### config.mk
export PLATFORM = sky130hd
export DESIGN_NAME = i2c_regbank_slave
export DESIGN_NICKNAME = d
export VERILOG_FILES = /design/src/rtl/i2c_rb_pkg.sv /design/src/rtl/i2c_rb_sync.sv /design/src/rtl/i2c_rb_regs.sv /design/src/rtl/i2c_regbank_slave.sv
export SDC_FILE = /design/constraint.sdc
export NUM_CORES = 1
export LEC_CHECK = 0
export BUFFER_PORTS_ARGS = -buffer_cell sky130_fd_sc_hd__buf_2
export CORE_MARGIN = 2
export CORE_UTILIZATION = 49
export CTS_BUF_LIST = sky130_fd_sc_hd__clkbuf_16
export DETAILED_ROUTE_END_ITERATION = 16
export PLACE_DENSITY = 0.69
export SYNTH_ARGS = -nofsm -noshare
export SYNTH_HDL_FRONTEND = slang
export SYNTH_HIERARCHICAL = 1
export SYNTH_SLANG_ARGS = --single-unit
### constraint.sdc
create_clock -name clk -period 3.3 [get_ports clk]
set_input_delay 0.33 -clock clk [delete_from_list [all_inputs] [get_ports clk]]
set_output_delay 0.33 -clock clk [all_outputs]
set_load 0.03 [all_outputs]
### src/rtl/i2c_rb_pkg.sv
package i2c_rb_pkg;
   typedef enum logic [3:0] {
      ST_IDLE,
      ST_ADDR,
      ST_AACK,
      ST_SUB,
      ST_SACK,
      ST_WDAT,
      ST_WACK,
      ST_RDAT,
      ST_RACK,
      ST_WAIT
   } rb_state_e;

   function automatic int unsigned idx_bits(input int unsigned n);
      return (n > 1) ? $clog2(n) : 1;
   endfunction
endpackage

### src/rtl/i2c_rb_sync.sv
module i2c_rb_sync #(
   parameter int STAGES = 2
) (
   input  logic clk,
   input  logic rst_n,
   input  logic line_i,
   output logic level_o,
   output logic rise_o,
   output logic fall_o
);
   if (STAGES < 2) begin : g_bad_stages
      $error("i2c_rb_sync: STAGES must be at least 2");
   end

   logic [STAGES-1:0] chain;
   logic              prev;

   always_ff @(posedge clk or negedge rst_n) begin
      if (!rst_n) begin
         chain <= '1;
         prev  <= 1'b1;
      end else begin
         chain <= {chain[STAGES-2:0], line_i};
         prev  <= chain[STAGES-1];
      end
   end

   assign level_o = chain[STAGES-1];
   assign rise_o  = chain[STAGES-1] & ~prev;
   assign fall_o  = ~chain[STAGES-1] & prev;
endmodule

### src/rtl/i2c_rb_regs.sv
module i2c_rb_regs #(
   parameter int         NUM_REGS = 8,
   parameter logic [7:0] RST_BASE = 8'hA0,
   localparam int        PW       = i2c_rb_pkg::idx_bits(NUM_REGS)
) (
   input  logic                  clk,
   input  logic                  rst_n,
   input  logic                  wr_en,
   input  logic [PW-1:0]         wr_addr,
   input  logic [7:0]            wr_data,
   input  logic [PW-1:0]         rd_addr,
   output logic [7:0]            rd_data,
   output logic [NUM_REGS*8-1:0] regs_o
);
   for (genvar g = 0; g < NUM_REGS; g++) begin : g_reg
      logic [7:0] q;
      always_ff @(posedge clk or negedge rst_n) begin
         if (!rst_n)
            q <= RST_BASE + 8'(g);
         else if (wr_en && wr_addr == PW'(g))
            q <= wr_data;
      end
      assign regs_o[g*8 +: 8] = q;

      AST_WRITE_LANDS: assert property (@(posedge clk) disable iff (!rst_n)
         (wr_en && wr_addr == PW'(g)) |=> (q == $past(wr_data)));
   end

   always_comb begin
      rd_data = '0;
      for (int i = 0; i < NUM_REGS; i++)
         if (rd_addr == PW'(i)) rd_data = regs_o[i*8 +: 8];
   end
endmodule

### src/rtl/i2c_regbank_slave.sv
module i2c_regbank_slave #(
   parameter int         NUM_REGS    = 8,
   parameter logic [7:0] RST_BASE    = 8'hA0,
   parameter logic [6:0] DEV_ADDR    = 7'b0110100,
   parameter int         STRAP_BIT   = 0,
   parameter int         SYNC_STAGES = 2
) (
   input  logic                  clk,
   input  logic                  rst_n,
   input  logic                  scl_i,
   input  logic                  sda_i,
   input  logic                  addr_sel,
   output logic                  sda_oe,
   output logic [NUM_REGS*8-1:0] regs_o
);
   import i2c_rb_pkg::*;

   localparam int          PW  = idx_bits(NUM_REGS);
   localparam logic [PW-1:0] TOP = PW'(NUM_REGS - 1);

   if (NUM_REGS < 2 || NUM_REGS > 256) begin : g_bad_regs
      $error("i2c_regbank_slave: NUM_REGS must be 2..256");
   end
   if (STRAP_BIT < 0 || STRAP_BIT > 6) begin : g_bad_strap
      $error("i2c_regbank_slave: STRAP_BIT must be 0..6");
   end

   // index 0 = SCL, index 1 = SDA
   logic [1:0] line_in, lvl, rse, fll;
   assign line_in = {sda_i, scl_i};

   for (genvar l = 0; l < 2; l++) begin : g_line
      i2c_rb_sync #(.STAGES(SYNC_STAGES)) u_sync (
         .clk    (clk),
         .rst_n  (rst_n),
         .line_i (line_in[l]),
         .level_o(lvl[l]),
         .rise_o (rse[l]),
         .fall_o (fll[l])
      );
   end

   logic scl_s, sda_s, scl_rise, scl_fall, start_det, stop_det;
   assign scl_s     = lvl[0];
   assign sda_s     = lvl[1];
   assign scl_rise  = rse[0];
   assign scl_fall  = fll[0];
   assign start_det = fll[1] & scl_s;
   assign stop_det  = rse[1] & scl_s;

   logic [6:0] dev_addr;
   always_comb begin
      dev_addr            = DEV_ADDR;
      dev_addr[STRAP_BIT] = addr_sel;
   end

   rb_state_e     state;
   logic [3:0]    cnt;
   logic [7:0]    rx, tx;
   logic [PW-1:0] ptr, nxt_ptr, rd_addr;
   logic          past, rw, mack, byte_done, wr_en;
   logic [7:0]    rd_data;

   assign byte_done = scl_fall && (cnt == 4'd8);
   assign nxt_ptr   = (ptr == TOP) ? TOP : ptr + 1'b1;
   assign rd_addr   = (state == ST_RACK) ? nxt_ptr : ptr;
   assign wr_en     = (state == ST_WDAT) && byte_done && !past;

   i2c_rb_regs #(.NUM_REGS(NUM_REGS), .RST_BASE(RST_BASE)) u_regs (
      .clk    (clk),
      .rst_n  (rst_n),
      .wr_en  (wr_en),
      .wr_addr(ptr),
      .wr_data(rx),
      .rd_addr(rd_addr),
      .rd_data(rd_data),
      .regs_o (regs_o)
   );

   always_ff @(posedge clk or negedge rst_n) begin
      if (!rst_n) begin
         state  <= ST_IDLE;
         cnt    <= '0;
         rx     <= '0;
         tx     <= '0;
         ptr    <= '0;
         past   <= 1'b0;
         rw     <= 1'b0;
         mack   <= 1'b0;
         sda_oe <= 1'b0;
      end else if (stop_det) begin
         state  <= ST_IDLE;
         sda_oe <= 1'b0;
      end else if (start_det) begin
         state  <= ST_ADDR;
         cnt    <= '0;
         sda_oe <= 1'b0;
      end else begin
         if ((state == ST_ADDR || state == ST_SUB || state == ST_WDAT)
             && scl_rise && cnt != 4'd8) begin
            rx  <= {rx[6:0], sda_s};
            cnt <= cnt + 1'b1;
         end
         case (state)
            ST_ADDR: if (byte_done) begin
               if (rx[7:1] == dev_addr) begin
                  rw     <= rx[0];
                  sda_oe <= 1'b1;
                  state  <= ST_AACK;
               end else begin
                  state <= ST_IDLE;
               end
            end
            ST_AACK: if (scl_fall) begin
               cnt <= '0;
               if (rw) begin
                  tx     <= rd_data;
                  sda_oe <= ~rd_data[7];
                  state  <= ST_RDAT;
               end else begin
                  sda_oe <= 1'b0;
                  state  <= ST_SUB;
               end
            end
            ST_SUB: if (byte_done) begin
               if (int'(rx) < NUM_REGS) begin
                  ptr    <= rx[PW-1:0];
                  past   <= 1'b0;
                  sda_oe <= 1'b1;
                  state  <= ST_SACK;
               end else begin
                  state <= ST_IDLE;
               end
            end
            ST_SACK, ST_WACK: if (scl_fall) begin
               sda_oe <= 1'b0;
               cnt    <= '0;
               state  <= ST_WDAT;
            end
            ST_WDAT: if (byte_done) begin
               if (!past) begin
                  sda_oe <= 1'b1;
                  state  <= ST_WACK;
                  if (ptr == TOP) past <= 1'b1;
                  else            ptr  <= ptr + 1'b1;
               end else begin
                  state <= ST_IDLE;
               end
            end
            ST_RDAT: if (scl_fall) begin
               if (cnt == 4'd7) begin
                  sda_oe <= 1'b0;
                  state  <= ST_RACK;
               end else begin
                  tx     <= {tx[6:0], 1'b0};
                  sda_oe <= ~tx[6];
                  cnt    <= cnt + 1'b1;
               end
            end
            ST_RACK: begin
               if (scl_rise) mack <= ~sda_s;
               if (scl_fall) begin
                  if (mack) begin
                     ptr    <= nxt_ptr;
                     tx     <= rd_data;
                     sda_oe <= ~rd_data[7];
                     cnt    <= '0;
                     state  <= ST_RDAT;
                  end else begin
                     sda_oe <= 1'b0;
                     state  <= ST_WAIT;
                  end
               end
            end
            default: ;
         endcase
      end
   end

   AST_OE_SCL_LOW: assert property (@(posedge clk) disable iff (!rst_n)
      !$stable(sda_oe) |-> !scl_s);
   AST_STOP_RELEASE: assert property (@(posedge clk) disable iff (!rst_n)
      stop_det |=> (state == ST_IDLE && !sda_oe));
   AST_START_RESTART: assert property (@(posedge clk) disable iff (!rst_n)
      (start_det && !stop_det) |=> (state == ST_ADDR && cnt == 4'd0));
   AST_WAIT_QUIET: assert property (@(posedge clk) disable iff (!rst_n)
      (state == ST_WAIT) |-> !sda_oe);
   AST_PAST_NACK: assert property (@(posedge clk) disable iff (!rst_n)
      (state == ST_WDAT && byte_done && past && !start_det && !stop_det)
      |=> (state == ST_IDLE && !sda_oe));
endmodule

==> flow_summary.toml <==
[pwr]
seqPwrFrac_pct = 54.3
power_switching_mw = 0.630
finalPower_mw = 2.46
p_per_area_mw_per_mm2 = 403
swShare_pct = 25.6
p_int_mw = 1.83
p_leak_nw = 2.87
clkPwrFrac_pct = 40.1
peakVddDrop_uv = 330
p_comb_share_pct = 5.7

[critical_path]
r2r_start = "state[0]"
end_kind = "flip-flop"
startpoint_type = "flip-flop"
path_max_fanout = 10
worstSetupStartpoint = "state[0]"
crit_type = "flip-flop to flip-flop"
cp.arrival_ps = 3240
crit_required_ps = 3570

[clock_network]
cts_buffers = 9
clock-sinks = 100
cts_setup_buffers = 0
ctsRootBufferMaster = "clkbuf_16"
cts_buffer_depth = 2
insertion_delay_ps = 340
cts_tree = "done"
ctsHoldBuffers = 0
post_cts_resized = 0
path_clk_slew_ps = 70
cts_max_level = 3

[cells_and_area]
final_net_count = 514
syn_to_final_growth_pct = 15.8
final_layout_size_suffix_gt1_share_pct = 48.1
fillCellCount = 855
n_antenna_cell = 0

[placed_design]
port_buffers = 69
globalplace.congestion = 0.977
post-dp-hpwl_um = 9170

[die]
fp.dieH_um = 108
core_mm2 = 0.0104
die-area_mm2 = 0.0116
io-pin-count = 70
initial_core_util_pct = 50.9
die_w_um = 108
num_rows = 37

[hold_path]
worstHoldStart = "sda_i"
hold_class = "input port to flip-flop"

[drt]
drtIter0Drc = 263
drc_errors = 0
wirelength_um = 13100
vias = 3827
first_pass_iters = 5
wl_per_cell_um = 20.3
antenna_left = 0
vias_per_cell = 5.93

[grt]
antenna_found_initial = 0
grt_max_degree = 90
grt_pass1_vias = 3786
grt_first_pass_wirelength_um = 20800
grt_overflow_total = 0
grtUsageTotal_pct = 23.7

[sta]
timing.final.crit_share_pct = 90.2
relSlewSlack_pct = 26.1
fin_crit_ps = 2980
worst_pin_slew_ps = 1110
finalHoldViolations = 0
setup-tns-final_ps = 0
finalSetupViolCount = 0
whs_ps = 81.2
rsz0062_at_grt = "no"
clock_skew_ps = 11.4
slew_viol_final = 0
fmax_mhz = 336

[synth]
synth-main-ff-cell = "dfrtp_1"
synth-edff-count = 0
ys_seq_elements = 100
postSynthCellCount = 422
avgSynthCellArea_um2 = 12.5
async_reset_ff_share_pct = 100
yosys_warnings = 6
syn_area_mm2 = 0.00527
synth_cell_types = 61
synth_fp_nets = 432
seq_area_frac_synth_pct = 48.3

[flow_run]
drv_cap = 0

[run_status]
status = "finished, final reports clean"
power by group through the flow:
stage	combinational (mW)	clock (mW)	sequential, mW
after floorplan	0.0841	0	1.33
after global placement	0.138	0	1.35
after detailed placement	0.140	0	1.35
after CTS	0.141	1.02	1.33
after global routing	0.156	1.07	1.34
final	0.140	0.986	1.34
path summary, 6_finish.rpt:
kind | end | slack, ps | cells past startpoint
max | sda_oe | 320 | 9
max in group asynchronous | cnt[1] | 2370 | 2
max reg2reg | sda_oe | 320 | 9
min in group asynchronous | rx[2] | 200 | 1
min reg2reg | g_line[1].u_sync/chain[1] | 360 | 0
min | g_line[1].u_sync/chain[0] | 80 | 1
critical path, cell delays in order, from the launching register on:
cell and delay [ps]:
dfrtp_1 500, or4b_1 730, nor2_1 220, a21oi_2 190, mux4_1 480, mux2_2 280
nor3_1 150, o2bb2ai_1 140, o21ai_0 80, mux2i_1 130
per-layer routing:
layer	part of all wire [%]	wire length [um]	GRT usage, %
met1	44	5750	31.8
met2	51	6680	39.1
met3	3.8	498	4.60
met4	1.2	159	7.05
met5	0	0	0
cell type report:
type,instances,area [um^2],share of cell area (%)
clock buffer,9,225,3.69
multi-input combinational,289,2550,41.8
sequential,100,2540,41.7
timing repair buffer,92,520,8.52
inverter,12,45.0,0.737
tap,136,170,2.79
clock inverter,7,50.0,0.819
stage by stage:
stage	setup WS (ps)	cell area [um^2]	std cells	util [%]
2_1_floorplan	582	5270	422	-
3_3_place_gp	442	5830	629	56.3
3_5_place_dp	380	5830	629	56.3
4_1_cts	352	6110	645	58.9
5_1_grt	184	6110	645	58.9
6_report	325	6110	645	58.9
cells in the mapped netlist (6+ instances only):
cell | instances | area share (%)
nor2_1 | 19 | 1.4
a21oi_1 | 15 | 1.4
dfstp_2 | 34 | 17
mux4_2 | 7 | 3.0
dfrtp_1 | 66 | 31
buf_2 | 10 | 0.95
a31oi_1 | 11 | 1.3
nand3_1 | 9 | 0.85
mux2_4 | 6 | 1.7
mux2_2 | 76 | 16
o21ai_0 | 18 | 1.7
inv_1 | 12 | 0.85
mux4_1 | 8 | 4.0
nand2_1 | 37 | 2.6
placed cells by master (no fill, tap or decap), types with 4 or more instances in the layout:
cell type | synthesis | final
mux4_1 | 8 | 8
nor2_1 | 19 | 19
mux2_2 | 76 | 76
mux2_4 | 6 | 6
dfstp_2 | 34 | 34
buf_4 | 3 | 24
buf_2 | 10 | 68
mux2i_1 | 5 | 5
nand3_1 | 9 | 9
dfrtp_1 | 66 | 66
nor2b_1 | 5 | 5
a31oi_1 | 11 | 11
o21ai_0 | 18 | 17
a21oi_1 | 15 | 14
inv_1 | 12 | 13
mux4_2 | 7 | 7
clkbuf_16 | 0 | 9
nand4b_1 | 4 | 4
nand2_1 | 37 | 37
ha_1 | 5 | 5
state kept, by name, summed over array words and instances, names as in the netlist:
name	cells
cnt	4
g_line.u_sync/chain	4
g_line.u_sync/prev	2
mack	1
past	1
ptr	3
rw	1
rx	8
sda_oe	1
state	4
tx	7
u_regs/g.q	64
cells by family (layout without fill, tap and decap cells):
kind of cell | count (synthesis) | in the layout | synth area share (%)
simple gates | 109 | 109 | 12.3
mux | 102 | 102 | 25.9
compound gates | 71 | 71 | 8.71
buf+inv | 33 | 120 | 3.39
fa+ha+maj | 5 | 5 | 1.19
xor+xnor | 2 | 2 | 0.332
flops | 100 | 100 | 48.3
No activity file was read; power rests on OpenSTA's default activity.
